$ cat config.mk
export PLATFORM = sky130hd
export DESIGN_NAME = aux_xfer_engine
export DESIGN_NICKNAME = d
export VERILOG_FILES = /design/src/rtl/aux_xfer_pkg.sv /design/src/rtl/aux_xfer_ctl.sv /design/src/rtl/aux_xfer_dp.sv /design/src/rtl/aux_xfer_engine.sv
export SDC_FILE = /design/constraint.sdc
export NUM_CORES = 1
export LEC_CHECK = 0
export ABC_AREA = 1
export CORE_ASPECT_RATIO = 1.2
export CORE_MARGIN = 2
export CORE_UTILIZATION = 45
export DETAILED_ROUTE_END_ITERATION = 16
export DONT_BUFFER_PORTS = 1
export PLACE_DENSITY_LB_ADDON = 0.08
export SETUP_SLACK_MARGIN = 0.15
export SLEW_MARGIN = 25
export SYNTH_ARGS = -nofsm -noshare
export SYNTH_HDL_FRONTEND = slang
export SYNTH_SLANG_ARGS = --single-unit
$ cat constraint.sdc
create_clock -name clk -period 2.25 [get_ports clk]
set_clock_uncertainty 0.2 [all_clocks]
set_input_delay 0.45 -clock clk [delete_from_list [all_inputs] [get_ports clk]]
set_output_delay 0.45 -clock clk [all_outputs]
set_load 0.01 [all_outputs]
$ cat src/rtl/aux_xfer_pkg.sv
package aux_xfer_pkg;
  localparam int NUM_WORDS      = 5;
  localparam int BYTES_PER_WORD = 4;
  localparam int MAX_BYTES      = NUM_WORDS * BYTES_PER_WORD;
  localparam int CNT_W          = $clog2(MAX_BYTES + 2);
  localparam int WORD_SEL_W     = CNT_W - 2;

  // control word field positions
  localparam int BIT_BUSY  = 31;
  localparam int BIT_DONE  = 30;
  localparam int BIT_IRQEN = 29;
  localparam int BIT_TOERR = 28;
  localparam int BIT_RXERR = 27;
  localparam int BIT_TOSEL = 25;
  localparam int BIT_FAST  = 24;
  localparam int BIT_SIZE  = 16;

  typedef enum logic [1:0] {ST_IDLE, ST_SYNC, ST_SEND, ST_WAIT} auxState_t;

  typedef struct packed {
    logic             doneSet;
    logic             toErrSet;
    logic             rxErrSet;
    logic             rxWr;
    logic [CNT_W-1:0] rxIdx;
    logic [CNT_W-1:0] rxCount;
  } auxStrobe_t;
endpackage

$ cat src/rtl/aux_xfer_ctl.sv
module aux_xfer_ctl
  import aux_xfer_pkg::*;
#(
  parameter int DIV       = 4,
  parameter int SYNC_NORM = 32,
  parameter int SYNC_FAST = 24,
  parameter int TO_CYC0   = 3200,
  parameter int TO_CYC1   = 4800,
  parameter int TO_CYC2   = 6400,
  parameter int TO_CYC3   = 12800
) (
  input  logic             clk,
  input  logic             rstN,
  input  logic             start,
  input  logic [CNT_W-1:0] sendCnt,
  input  logic             fastSync,
  input  logic [1:0]       toSel,
  input  logic             txReady,
  input  logic             rxValid,
  input  logic             rxEnd,
  output logic             busy,
  output logic             lineSync,
  output logic             txValid,
  output logic             txLast,
  output logic [CNT_W-1:0] txIdx,
  output auxStrobe_t       strobe
);
  localparam int DIV_W  = $clog2(DIV + 1);
  localparam int SYNC_W = $clog2(SYNC_NORM + SYNC_FAST + 1);
  localparam int TO_MAX = (TO_CYC3 > TO_CYC2) ? TO_CYC3 : TO_CYC2;
  localparam int TO_W   = $clog2(TO_MAX + 1);

  auxState_t         state;
  logic [DIV_W-1:0]  divCnt;
  logic [SYNC_W-1:0] syncCnt;
  logic [CNT_W-1:0]  idx;
  logic [TO_W-1:0]   toCnt;
  logic [CNT_W-1:0]  rxCnt;

  logic              bitTick;
  logic [SYNC_W-1:0] syncLast;
  logic [CNT_W-1:0]  effCnt;
  logic              lastByte;
  logic [TO_W-1:0]   toLim;
  logic              toHit;
  logic [CNT_W-1:0]  rxNext;
  logic              inWait;

  assign bitTick  = (divCnt == DIV_W'(DIV - 1));
  assign syncLast = fastSync ? SYNC_W'(SYNC_FAST - 1) : SYNC_W'(SYNC_NORM - 1);
  assign effCnt   = (sendCnt > CNT_W'(MAX_BYTES)) ? CNT_W'(MAX_BYTES) : sendCnt;
  assign lastByte = (idx == effCnt - 1'b1);
  assign inWait   = (state == ST_WAIT);

  always_comb begin
    case (toSel)
      2'd0:    toLim = TO_W'(TO_CYC0);
      2'd1:    toLim = TO_W'(TO_CYC1);
      2'd2:    toLim = TO_W'(TO_CYC2);
      default: toLim = TO_W'(TO_CYC3);
    endcase
  end

  assign toHit  = inWait && !rxValid && !rxEnd && (toCnt == toLim - 1'b1);
  assign rxNext = (rxValid && rxCnt <= CNT_W'(MAX_BYTES)) ? rxCnt + 1'b1 : rxCnt;

  always_ff @(posedge clk or negedge rstN) begin
    if (!rstN) begin
      state   <= ST_IDLE;
      divCnt  <= '0;
      syncCnt <= '0;
      idx     <= '0;
      toCnt   <= '0;
      rxCnt   <= '0;
    end else begin
      case (state)
        ST_IDLE: if (start) begin
          state   <= ST_SYNC;
          divCnt  <= '0;
          syncCnt <= '0;
          idx     <= '0;
          rxCnt   <= '0;
        end
        ST_SYNC: begin
          divCnt <= bitTick ? '0 : divCnt + 1'b1;
          if (bitTick) begin
            syncCnt <= syncCnt + 1'b1;
            if (syncCnt == syncLast) begin
              state <= (effCnt == '0) ? ST_WAIT : ST_SEND;
              toCnt <= '0;
            end
          end
        end
        ST_SEND: if (txReady) begin
          idx <= idx + 1'b1;
          if (lastByte) begin
            state <= ST_WAIT;
            toCnt <= '0;
          end
        end
        default: begin
          rxCnt <= rxNext;
          toCnt <= rxValid ? '0 : toCnt + 1'b1;
          if (rxEnd || toHit) state <= ST_IDLE;
        end
      endcase
    end
  end

  assign busy     = (state != ST_IDLE);
  assign lineSync = (state == ST_SYNC);
  assign txValid  = (state == ST_SEND);
  assign txLast   = txValid && lastByte;
  assign txIdx    = idx;

  always_comb begin
    strobe          = '0;
    strobe.doneSet  = inWait && (rxEnd || toHit);
    strobe.toErrSet = toHit;
    strobe.rxErrSet = inWait && rxEnd && (rxNext == '0 || rxNext > CNT_W'(MAX_BYTES));
    strobe.rxWr     = inWait && rxValid && (rxCnt < CNT_W'(MAX_BYTES));
    strobe.rxIdx    = rxCnt;
    strobe.rxCount  = rxNext;
  end

  // sync phase and byte offers never overlap
  a_r2_sync_excl: assert property (@(posedge clk) disable iff (!rstN)
    $onehot0({lineSync, txValid}));
  // completion is only reported for a running transfer
  a_r3_done_in_busy: assert property (@(posedge clk) disable iff (!rstN)
    strobe.doneSet |-> busy);
  // received count saturates one above the maximum
  a_r5_count_cap: assert property (@(posedge clk) disable iff (!rstN)
    rxCnt <= CNT_W'(MAX_BYTES + 1));
  // timeout error implies the line was silent in that cycle
  a_r6_timeout_quiet: assert property (@(posedge clk) disable iff (!rstN)
    strobe.toErrSet |-> (!rxValid && !rxEnd));
endmodule

$ cat src/rtl/aux_xfer_dp.sv
module aux_xfer_dp
  import aux_xfer_pkg::*;
#(
  parameter logic [7:0] DIV_FIELD = 8'd4,
  parameter logic [3:0] PRE_FIELD = 4'd3
) (
  input  logic             clk,
  input  logic             rstN,
  input  logic             regWr,
  input  logic [2:0]       regAddr,
  input  logic [31:0]      regWrData,
  output logic [31:0]      regRdData,
  input  logic             busy,
  input  logic [CNT_W-1:0] txIdx,
  input  auxStrobe_t       strobe,
  input  logic [7:0]       rxByte,
  output logic             start,
  output logic [CNT_W-1:0] sendCnt,
  output logic             fastSync,
  output logic [1:0]       toSel,
  output logic [7:0]       txByte,
  output logic             irq
);
  logic [NUM_WORDS-1:0][31:0] words;
  logic doneF, toErrF, rxErrF, irqEn;
  logic [CNT_W-1:0] sizeF;
  logic ctrlWr;

  assign ctrlWr = regWr && (regAddr == 3'd0) && !busy;
  assign start  = ctrlWr && regWrData[BIT_BUSY];
  assign sendCnt = sizeF;

  always_ff @(posedge clk or negedge rstN) begin
    if (!rstN) begin
      doneF    <= 1'b0;
      toErrF   <= 1'b0;
      rxErrF   <= 1'b0;
      irqEn    <= 1'b0;
      toSel    <= '0;
      fastSync <= 1'b0;
      sizeF    <= '0;
      irq      <= 1'b0;
    end else begin
      irq <= strobe.doneSet && irqEn;
      if (ctrlWr) begin
        irqEn    <= regWrData[BIT_IRQEN];
        toSel    <= regWrData[BIT_TOSEL +: 2];
        fastSync <= regWrData[BIT_FAST];
        sizeF    <= regWrData[BIT_SIZE +: CNT_W];
        if (regWrData[BIT_DONE])  doneF  <= 1'b0;
        if (regWrData[BIT_TOERR]) toErrF <= 1'b0;
        if (regWrData[BIT_RXERR]) rxErrF <= 1'b0;
      end
      if (strobe.doneSet) begin
        doneF <= 1'b1;
        sizeF <= strobe.rxCount;
      end
      if (strobe.toErrSet) toErrF <= 1'b1;
      if (strobe.rxErrSet) rxErrF <= 1'b1;
    end
  end

  always_ff @(posedge clk or negedge rstN) begin
    if (!rstN) begin
      words <= '0;
    end else begin
      for (int w = 0; w < NUM_WORDS; w++) begin
        if (regWr && !busy && regAddr == 3'(w + 1))
          words[w] <= regWrData;
        else if (strobe.rxWr && strobe.rxIdx[CNT_W-1:2] == WORD_SEL_W'(w))
          words[w][{~strobe.rxIdx[1:0], 3'b000} +: 8] <= rxByte;
      end
    end
  end

  always_comb begin
    txByte = '0;
    for (int w = 0; w < NUM_WORDS; w++)
      if (txIdx[CNT_W-1:2] == WORD_SEL_W'(w))
        txByte = words[w][{~txIdx[1:0], 3'b000} +: 8];
  end

  always_comb begin
    regRdData = '0;
    if (regAddr == 3'd0) begin
      regRdData[BIT_BUSY]            = busy;
      regRdData[BIT_DONE]            = doneF;
      regRdData[BIT_IRQEN]           = irqEn;
      regRdData[BIT_TOERR]           = toErrF;
      regRdData[BIT_RXERR]           = rxErrF;
      regRdData[BIT_TOSEL +: 2]      = toSel;
      regRdData[BIT_FAST]            = fastSync;
      regRdData[BIT_SIZE +: CNT_W]   = sizeF;
      regRdData[11:8]                = PRE_FIELD;
      regRdData[7:0]                 = DIV_FIELD;
    end else begin
      for (int w = 0; w < NUM_WORDS; w++)
        if (regAddr == 3'(w + 1)) regRdData = words[w];
    end
  end

  // busy only drops when done is reported
  a_r3_busy_fall_done: assert property (@(posedge clk) disable iff (!rstN)
    $fell(busy) |-> doneF);
  // data words only change during a transfer through reply writes
  a_r8_data_hold: assert property (@(posedge clk) disable iff (!rstN)
    (busy && !strobe.rxWr) |=> $stable(words));
  // interrupt only with done set and enabled
  a_r9_irq_done: assert property (@(posedge clk) disable iff (!rstN)
    irq |-> (doneF && irqEn));
endmodule

$ cat src/rtl/aux_xfer_engine.sv
module aux_xfer_engine
  import aux_xfer_pkg::*;
#(
  parameter int CLK_KHZ   = 8000,
  parameter int PRECHARGE = 16,
  parameter int PREAMBLE  = 16,
  parameter int FAST_PRE  = 8,
  parameter int PRE_MIN   = 10,
  parameter int TO_US0    = 400,
  parameter int TO_US1    = 600,
  parameter int TO_US2    = 800,
  parameter int TO_US3    = 1600
) (
  input  logic        clk,
  input  logic        rstN,
  input  logic        regWr,
  input  logic [2:0]  regAddr,
  input  logic [31:0] regWrData,
  output logic [31:0] regRdData,
  output logic        lineSync,
  output logic        txValid,
  output logic [7:0]  txByte,
  output logic        txLast,
  input  logic        txReady,
  input  logic        rxValid,
  input  logic [7:0]  rxByte,
  input  logic        rxEnd,
  output logic        irq
);
  localparam int DIV_RAW   = (CLK_KHZ + 1000) / 2000;
  localparam int DIV       = (DIV_RAW < 1) ? 1 : DIV_RAW;
  localparam int US_RAW    = CLK_KHZ / 1000;
  localparam int US_CYC    = (US_RAW < 1) ? 1 : US_RAW;
  localparam int SYNC_NORM = PRECHARGE + PREAMBLE;
  localparam int SYNC_FAST = PRECHARGE + FAST_PRE;
  localparam int EXTRA_PRE = (SYNC_NORM - PRE_MIN - PREAMBLE) / 2;

  logic             busy, start, fastSync;
  logic [CNT_W-1:0] sendCnt, txIdx;
  logic [1:0]       toSel;
  auxStrobe_t       strobe;

  aux_xfer_ctl #(
    .DIV(DIV), .SYNC_NORM(SYNC_NORM), .SYNC_FAST(SYNC_FAST),
    .TO_CYC0(TO_US0 * US_CYC), .TO_CYC1(TO_US1 * US_CYC),
    .TO_CYC2(TO_US2 * US_CYC), .TO_CYC3(TO_US3 * US_CYC)
  ) u_ctl (
    .clk(clk), .rstN(rstN), .start(start), .sendCnt(sendCnt),
    .fastSync(fastSync), .toSel(toSel), .txReady(txReady),
    .rxValid(rxValid), .rxEnd(rxEnd), .busy(busy), .lineSync(lineSync),
    .txValid(txValid), .txLast(txLast), .txIdx(txIdx), .strobe(strobe)
  );

  aux_xfer_dp #(
    .DIV_FIELD(8'(DIV)), .PRE_FIELD(4'(EXTRA_PRE))
  ) u_dp (
    .clk(clk), .rstN(rstN), .regWr(regWr), .regAddr(regAddr),
    .regWrData(regWrData), .regRdData(regRdData), .busy(busy),
    .txIdx(txIdx), .strobe(strobe), .rxByte(rxByte), .start(start),
    .sendCnt(sendCnt), .fastSync(fastSync), .toSel(toSel),
    .txByte(txByte), .irq(irq)
  );
endmodule

==> results.cfg, run 1 <==
[status]
status = finished with violations
violations = hold timing, setup timing

[finish]
area_growth_pct = 54.6
layout.nets = 2265
instances_no_fill = 2609
nFillCells = 2343
stdcell_area_mm2 = 0.0207
regArea_mm2 = 0.00524
final_common_cell = nand2_1
final_cell_mix = nand2_1, buf_4, dfrtp_1, o21ai_1, inv_1
drive_above_1_share_pct = 38.8
multi_input_area_mm2 = 0.00883

[sta]
relSlewSlack_pct = 61.6
setup-tns-final_ns = -10.32
max_freq_mhz = 342
maxSlewViolCount = 0
rsz0062_at_grt = true
worstMarginPinSlew_ns = 0.577
report.final.setup_viol = 44
period_share_pct = 130
worst_slack_ns = -0.673
fin_crit_ns = 2.92
hold_ws_ns = -0.598
hold_viol_final = 208

[yosys]
synthSimpleGateAreaFrac_pct = 22.6
synth_xor_area_share_pct = 0.654
ys_warn_count = 0
syn-mean-instance-area_um2 = 7.11
synth-seq-cells = 208
synth_compound_gate_area_share_pct = 26.4
netlist_area_mm2 = 0.0134
synthMuxAreaShare_pct = 0
async_reset_ff_share_pct = 100
synth_ff_type = dfrtp_1
synth.distinct_cells = 46
synth_nets = 1948
synth_edf_count = 0
synth_cells = 1884
synth-seq-area-share_pct = 38.9
synthAdderAreaFrac_pct = 1.40
synth_top_family_by_area = compound AO/OA/AOI/OAI gates

[power]
irDropWorstVdd_mv = 1.33
p_leak_nw = 8.93
finalPower_w = 0.0244
p_per_area_mw_per_mm2 = 1180

[floorplanning]
fp.coreArea_mm2 = 0.0294
die_area_mm2 = 0.0312
die_y_um = 193
rows = 69
ios = 93
start_util_pct = 45.5
die_w_um = 161

[place]
finalWeightedCongestion = 1.01
place_area_mm2 = 0.0153
dp_hpwl_um = 46000
io_buffers = 0
dp_cells = 2382

[hold_path]
holdCritPathClass = in -> async

[worst_setup_path]
required_ns = 1.60
cpMaxStageDelayCell = dfrtp_1
r2r_cells = 17
slowest_delay_ns = 0.39
critPathMaxFanout = 3
critPathTopFamily = simple AND/OR/NAND/NOR gates
worst-path-buf-inv = 1
start_kind = flop
cp-end-kind = output port
cp.depth = 12
worstPathArrival_ns = 2.27
critPathKind = reg -> out
cp_cell_sequence = nor2_2 > inv_1 > nand2_2 > nand3_2 > ha_4 > xor2_1 > nand2_1 > nor2_1 > nand2_1 > nor2_2 > nand2_2 > nor2_4

[route]
via_per_inst = 6.19
wirelength_um = 69200
vias = 16100
drc = 0
wire_per_inst_um = 26.5
drtPass1Iterations = 5
first_iter_violations = 1862
ant_nets = 0

[clocking]
cts.htree.levels = 1
cts_buffer_depth = 3
cts_hold_buffers = 31
clk_root_buffer_cell = clkbuf_16
cts_tree = yes
clock-sinks = 208
clkTransAtPathRegs_ns = 0.06
numCtsBuffers = 25
worstSkewPairLatency_ns = 0.54

[grt]
gr-usage-all-layers_pct = 40.1
antenna_found_initial = 1
grt_pass1_vias = 14900
grt_remaining_overflow = 0
grt_max_degree = 209
grt_pass1_wl_um = 93100

[run]
maxCapViolCount = 0
[cell type report]
class / count / share of cell area (%)
Inverter: 223 / 4.65
Clock inverter: 3 / 0.212
Timing Repair inverter: 6 / 0.212
Clock buffer: 41 / 3.55
Timing Repair Buffer: 389 / 21.0
Antenna cell: 1 / 0.0121
Tap cell: 390 / 2.36
Multi-Input combinational cell: 1348 / 42.7
Sequential cell: 208 / 25.3
[registers in the layout, summed over array words and instances (netlist names)]
signal / cells
u_ctl.divCnt: 3
u_ctl.rxCnt: 5
u_ctl.state: 2
u_ctl.syncCnt: 6
u_ctl.toCnt: 14
u_ctl.txIdx: 5
u_dp.doneF: 1
u_dp.fastSync: 1
u_dp.irq: 1
u_dp.irqEn: 1
u_dp.rxErrF: 1
u_dp.sendCnt: 5
u_dp.toErrF: 1
u_dp.toSel: 2
u_dp.words: 160
[report_power, final]
group          switching (W)  internal, W  leakage (nW)
logic                0.00753      0.00560          5.91
registers            0.00196      0.00530          2.64
clock network        0.00168      0.00233         0.379
total                 0.0112       0.0132          8.93
[cells by family after synthesis]
kind of cell	count (synthesis)
simple gates	720
compound gates	603
buf+inv	328
flops	208
fa+ha+maj	15
xor+xnor	10
[per-stage QoR]
step           utilization [%]  setup WS (ns)
6_report                  70.3         -0.673
4_1_cts                   61.1         -0.649
5_1_grt                   70.3         -0.805
3_5_place_dp              51.9         -0.166
3_3_place_gp              51.9         -0.160
2_1_floorplan                -        -0.0384
[cell usage after synthesis, types with 2 or more instances]
cell type | instances | share of area [%]
a31oi_1 | 17 | 0.79
buf_1 | 11 | 0.31
xnor2_1 | 2 | 0.13
o21ai_1 | 142 | 5.3
nand2_1 | 423 | 12
nand2_2 | 9 | 0.42
clkinv_1 | 2 | 0.056
o2111ai_1 | 7 | 0.46
o22a_1 | 10 | 0.65
buf_2 | 35 | 1.3
dfrtp_1 | 208 | 39
nand3_1 | 87 | 3.3
inv_1 | 189 | 5.3
nor3_2 | 4 | 0.30
clkbuf_1 | 43 | 1.2
nor2_1 | 141 | 4.0
nor3_1 | 22 | 0.82
o21ai_0 | 151 | 5.6
ha_1 | 15 | 1.4
buf_6 | 2 | 0.17
a21oi_1 | 115 | 4.3
nor2_2 | 8 | 0.37
o21a_1 | 3 | 0.17
o21ai_2 | 9 | 0.59
o211ai_1 | 69 | 3.9
o22ai_1 | 24 | 1.1
buf_4 | 14 | 0.78
a22oi_1 | 6 | 0.34
a211oi_1 | 6 | 0.34
inv_2 | 32 | 0.90
o221ai_1 | 17 | 1.1
or2_2 | 3 | 0.14
o21bai_1 | 3 | 0.17
a221oi_1 | 19 | 1.2
xor2_1 | 8 | 0.52
a21oi_2 | 2 | 0.13
nor2_4 | 6 | 0.50
nand4_1 | 12 | 0.56
[repair_timing]
item | CTS | global route
setup endpoints to repair | 197 | 235
gates cloned | 9 | 21
pin swaps | 81 | 143
hold endpoints to repair | 302 | 208
resized for setup | 302 | 478
buffers inserted | 61 | 60
[per-layer routing]
layer / GRT usage, % / wire length, µm / up-vias
li1: - / - / 7052
met1: 49.0 / 25200 / 7781
met2: 67.3 / 32000 / 998
met3: 6.80 / 6320 / 310
met4: 23.3 / 5710 / 0
met5: 0 / 0 / -
[path summary, 6_finish.rpt]
path	start	endpoint	slack, ns
setup / recovery	u_dp.sendCnt[1]	txLast	-0.67
hold / removal	rstN	u_dp.words[142]	-0.60
setup reg to reg	u_dp.sendCnt[1]	u_ctl.toCnt[12]	-0.30
hold reg to reg	u_dp.doneF	u_dp.doneF	0.31
max in group asynchronous	rstN	u_dp.words[6]	1.92
min in group clk	rxByte[7]	u_dp.words[103]	0.04
[worst register-to-register path, stage by stage (launching register included)]
cell,delay (ns)
dfrtp_1,0.39
nor2_2,0.13
inv_1,0.06
nand2_2,0.09
nand3_2,0.11
ha_4,0.28
xor2_1,0.14
nand2_1,0.08
nor2_1,0.11
nand2_1,0.07
nor2_2,0.09
nand2_2,0.08
buf_4,0.15
nand2_4,0.07
nand3_4,0.07
buf_12,0.17
nand2_1,0.08
o21ai_1,0.07
Note: power is estimated with default switching activity, not from simulation.
==> inputs of run 2 (changes only) <==
--- a/config.mk
+++ b/config.mk
@@ -8,7 +8,7 @@
 export ABC_AREA = 1
 export CORE_ASPECT_RATIO = 1.2
 export CORE_MARGIN = 2
-export CORE_UTILIZATION = 45
+export CORE_UTILIZATION = 59
 export DETAILED_ROUTE_END_ITERATION = 16
 export DONT_BUFFER_PORTS = 1
 export PLACE_DENSITY_LB_ADDON = 0.08
@@ -17,3 +17,4 @@
 export SYNTH_ARGS = -nofsm -noshare
 export SYNTH_HDL_FRONTEND = slang
 export SYNTH_SLANG_ARGS = --single-unit
+export TNS_END_PERCENT = 100
==> run 2 against run 1 <==
- the flow now stops in 5_1_grt
- synthesized cell count did not move
- synthesized area did not move
==> results.cfg, run 2 <==
[status]
status = aborted with a tool error
haltStage = 5_1_grt
error = [ERROR GRT-0232] Routing congestion too high. Check the congestion heatmap in the GUI.

[yosys]
syn-mean-instance-area_um2 = 7.11
synth_top_family_by_area = compound AO/OA/AOI/OAI gates
synth-seq-area-share_pct = 38.9
synth.distinct_cells = 46
yosysTopAreaCell = dfrtp_1
synth_ff_type = dfrtp_1
synthMuxAreaShare_pct = 0
synth_edf_count = 0
synth_nets = 1948
synthAdderAreaFrac_pct = 1.40
synth_most_common_cell = nand2_1
async_reset_ff_share_pct = 100
yosysTopAreaCellShare_pct = 38.9
synth-seq-cells = 208
synth_compound_gate_area_share_pct = 26.4
synthTopCellsByArea = dfrtp_1, nand2_1, o21ai_0, o21ai_1, inv_1
netlist_area_mm2 = 0.0134
synthSimpleGateAreaFrac_pct = 22.6
synth_xor_area_share_pct = 0.654
ys_warn_count = 0
synth_commonest_cells = nand2_1, dfrtp_1, inv_1, o21ai_0, o21ai_1
synth_cells = 1884

[place]
dp_hpwl_um = 41300
finalWeightedCongestion = 1.09
place_ws_ns = -0.270
io_buffers = 0

[clocking]
clock-sinks = 208
clk_root_buffer_cell = clkbuf_16
numCtsBuffers = 24
cts_buffer_depth = 3
cts.htree.levels = 1

[floorplanning]
rows = 60
die_w_um = 142
die_y_um = 169
start_util_pct = 59.8
ios = 93

[sta]
worst_endpoint_kind = primary output
postGrtWorstEndpoint = txLast

[grt]
grt_max_degree = 209
gr-usage-all-layers_pct = 74.4
grt_remaining_overflow = 5
-- run 2: cell counts after synthesis --
No cell type changed its count.
-- run 2: stage by stage --
step	area (µm²)	util [%]	instances
2_1_floorplan	13400	-	1884
3_3_place_gp	15000	67.1	2250
3_5_place_dp	15000	67.1	2250
4_1_cts	17700	79.0	2369
-- run 2: logic make-up after synthesis --
logic type | Yosys count
AOI/OAI and AO/OA | 603
xor gates and xnor gates | 10
adders and majority gates | 15
buffers and inverters | 328
DFF | 208
and+or+nand+nor | 720
-- run 2: timing repair --
action                                 CTS
endpoints found under the hold margin  283
gates resized for setup                283
hold buffers                            30
buffers inserted                        37
cloned                                  11
setup endpoints to repair              216
pin swaps                               67
-- run 2: layer usage --
layer / GRT usage [%] / GRT overflow
met2: 93.6 / 1
met4: 73.0 / 1
met1: 75.3 / 0
met3: 56.2 / 3
met5: 14.7 / 0
==> inputs of run 3 (changes only) <==
--- a/config.mk
+++ b/config.mk
@@ -6,13 +6,11 @@
 export NUM_CORES = 1
 export LEC_CHECK = 0
 export ABC_AREA = 1
-export CORE_ASPECT_RATIO = 1.2
 export CORE_MARGIN = 2
-export CORE_UTILIZATION = 59
+export CORE_UTILIZATION = 40
 export DETAILED_ROUTE_END_ITERATION = 16
 export DONT_BUFFER_PORTS = 1
-export PLACE_DENSITY_LB_ADDON = 0.08
-export SETUP_SLACK_MARGIN = 0.15
+export PLACE_DENSITY_LB_ADDON = 0.15
 export SLEW_MARGIN = 25
 export SYNTH_ARGS = -nofsm -noshare
 export SYNTH_HDL_FRONTEND = slang
==> constraint.sdc (replaced) <==
create_clock -name clk -period 2.9 [get_ports clk]
set_clock_uncertainty 0.2 [all_clocks]
set_input_delay 0.58 -clock clk [delete_from_list [all_inputs] [get_ports clk]]
set_output_delay 0.58 -clock clk [all_outputs]
set_load 0.01 [all_outputs]
==> run 3 against run 2 <==
- the flow now finishes, with violations (hold timing, setup timing)
==> results.cfg, run 3 (synthesis gave the netlist of run 1 again) <==
[grt]
grtUsageMet1_pct = 48.4
grt_remaining_overflow = 0
antenna_found_initial = 1
grtUsageMet3_pct = 5.65
grt_max_degree = 209
grt_pass1_vias = 13200
grt_pass1_wl_um = 86900
met2_usage_pct = 48.1
gr-usage-all-layers_pct = 32.9
busiest_layer = met1

[floorplanning]
die_w_um = 187
ios = 93
die_area_mm2 = 0.0350
start_util_pct = 40.8
die_y_um = 187
rows = 66
fp.coreArea_mm2 = 0.0328

[worst_setup_path]
r2r_cells = 9
slowest_delay_ns = 0.40
worstPathArrival_ns = 2.29
required_ns = 2.12
crit_start = u_dp.sendCnt[0]
r2r-end = u_ctl.toCnt[3]
endpoint = txLast
rrSetupSlack_ns = 0.13
cpMaxStageDelayCell = dfrtp_1
cp.depth = 12
cp-end-kind = output port
reg2reg_from = u_ctl.state[1]
critPathKind = reg -> out
cp_cell_sequence = nor2_2 > inv_1 > nand2_2 > nand3_2 > ha_4 > xor2_1 > nand2_1 > nor2_1 > nand2_1 > nor2_1 > nand2_1 > nor2_2
critPathTopFamily = simple AND/OR/NAND/NOR gates
start_kind = flop
crit_top_cell = nand2_1
critPathMaxFanout = 3
worst-path-buf-inv = 1

[clocking]
cts.htree.levels = 1
cts_buffer_depth = 3
clkTransAtPathRegs_ns = 0.06
numCtsBuffers = 26
clock-sinks = 208
worstSkewPairLatency_ns = 0.54
clk_root_buffer_cell = clkbuf_16
cts_hold_buffers = 12
cts_tree = yes

[sta]
report.final.setup_viol = 9
setup-tns-final_ns = -1.07
rsz0062_at_grt = true
worst_slack_ns = -0.169
period_share_pct = 106
maxSlewViolCount = 0
fin_crit_ns = 3.07
max_freq_mhz = 326
relSlewSlack_pct = 47.5
worstMarginPinSlew_ns = 0.784
hold_ws_ns = -0.457
hold_viol_final = 208

[finish]
stdcell_area_mm2 = 0.0164
top_register = u_dp.words
layout.nets = 2015
num_antenna_cells = 0
multi_input_area_mm2 = 0.00745
regArea_mm2 = 0.00521
instances_no_fill = 2412
final_cell_mix = nand2_1, dfrtp_1, inv_1, o21ai_1, nor2_1
area_growth_pct = 22.8
final_common_cell = nand2_1
nFillCells = 3270
top_regs = u_dp.words x160, u_ctl.toCnt x14, u_ctl.syncCnt x6
drive_above_1_share_pct = 17.9
largest_reg_flops = 160
fin_util_pct = 50.1

[route]
wirelength_um = 61100
first_iter_violations = 1947
wire_per_inst_um = 25.3
ant_nets = 0
vias = 14500
drc = 0
via_per_inst = 6.03
drtPass1Iterations = 6

[run]
maxCapViolCount = 0

[place]
finalWeightedCongestion = 1.09
place_area_mm2 = 0.0141
place_ws_ns = 0.163
dp_hpwl_um = 42900
dp_cells = 2298
io_buffers = 0

[power]
p_leak_nw = 7.03
p_per_area_mw_per_mm2 = 1030
irDropWorstVdd_mv = 0.509

[status]
status = finished with violations
violations = hold timing, setup timing

[hold_path]
holdCritPathClass = in -> async
-- run 3: how the worst min path moves through the flow --
stage          depth (start not counted)              end  slack (ns)  startpoint
4_1_cts                                0   u_dp.words[45]       -0.47        rstN
2_1_floorplan                          0  u_ctl.divCnt[0]        0.08        rstN
3_3_place_gp                           0   u_dp.words[45]         0.1        rstN
3_5_place_dp                           0   u_dp.words[45]         0.1        rstN
5_1_grt                                0  u_dp.words[109]       -0.47        rstN
6_report                               0   u_dp.words[45]       -0.46        rstN
-- run 3: cell type report --
class / instances / share of cell area (%)
timing repair buffer: 141 / 8.84
inverter: 223 / 5.14
clock buffer: 33 / 4.37
sequential: 208 / 31.7
tap: 442 / 3.36
multi-input combinational: 1351 / 45.3
clock inverter: 14 / 1.28
-- run 3: per-layer routing --
layer  up-vias  routed length (µm)
li1       6531                   -
met1      6993               26800
met2       861               25900
met3       148                5750
met4         0                2640
met5         -                   0
-- run 3: through the flow --
step | power, W | hold WS [ns]
finish | 0.0169 | -0.457
global route | 0.0176 | -0.471
CTS | 0.0152 | -0.468
detailed placement | 0.0112 | 0.0951
global placement | 0.0111 | 0.0951
floorplan | 0.00872 | 0.0844
-- run 3: repair_timing --
item                       4_1_cts  5_1_grt
pin swaps                       12       38
hold endpoints to repair       224      208
setup buffers                   21       22
gates cloned                     0       16
resized for setup               49      161
setup endpoints to repair        9       27
-- run 3: power by group --
part	switching (W)	leakage, nW	internal, W
clock network	0.00137	0.453	0.00220
logic	0.00495	3.91	0.00285
registers	0.00141	2.67	0.00409
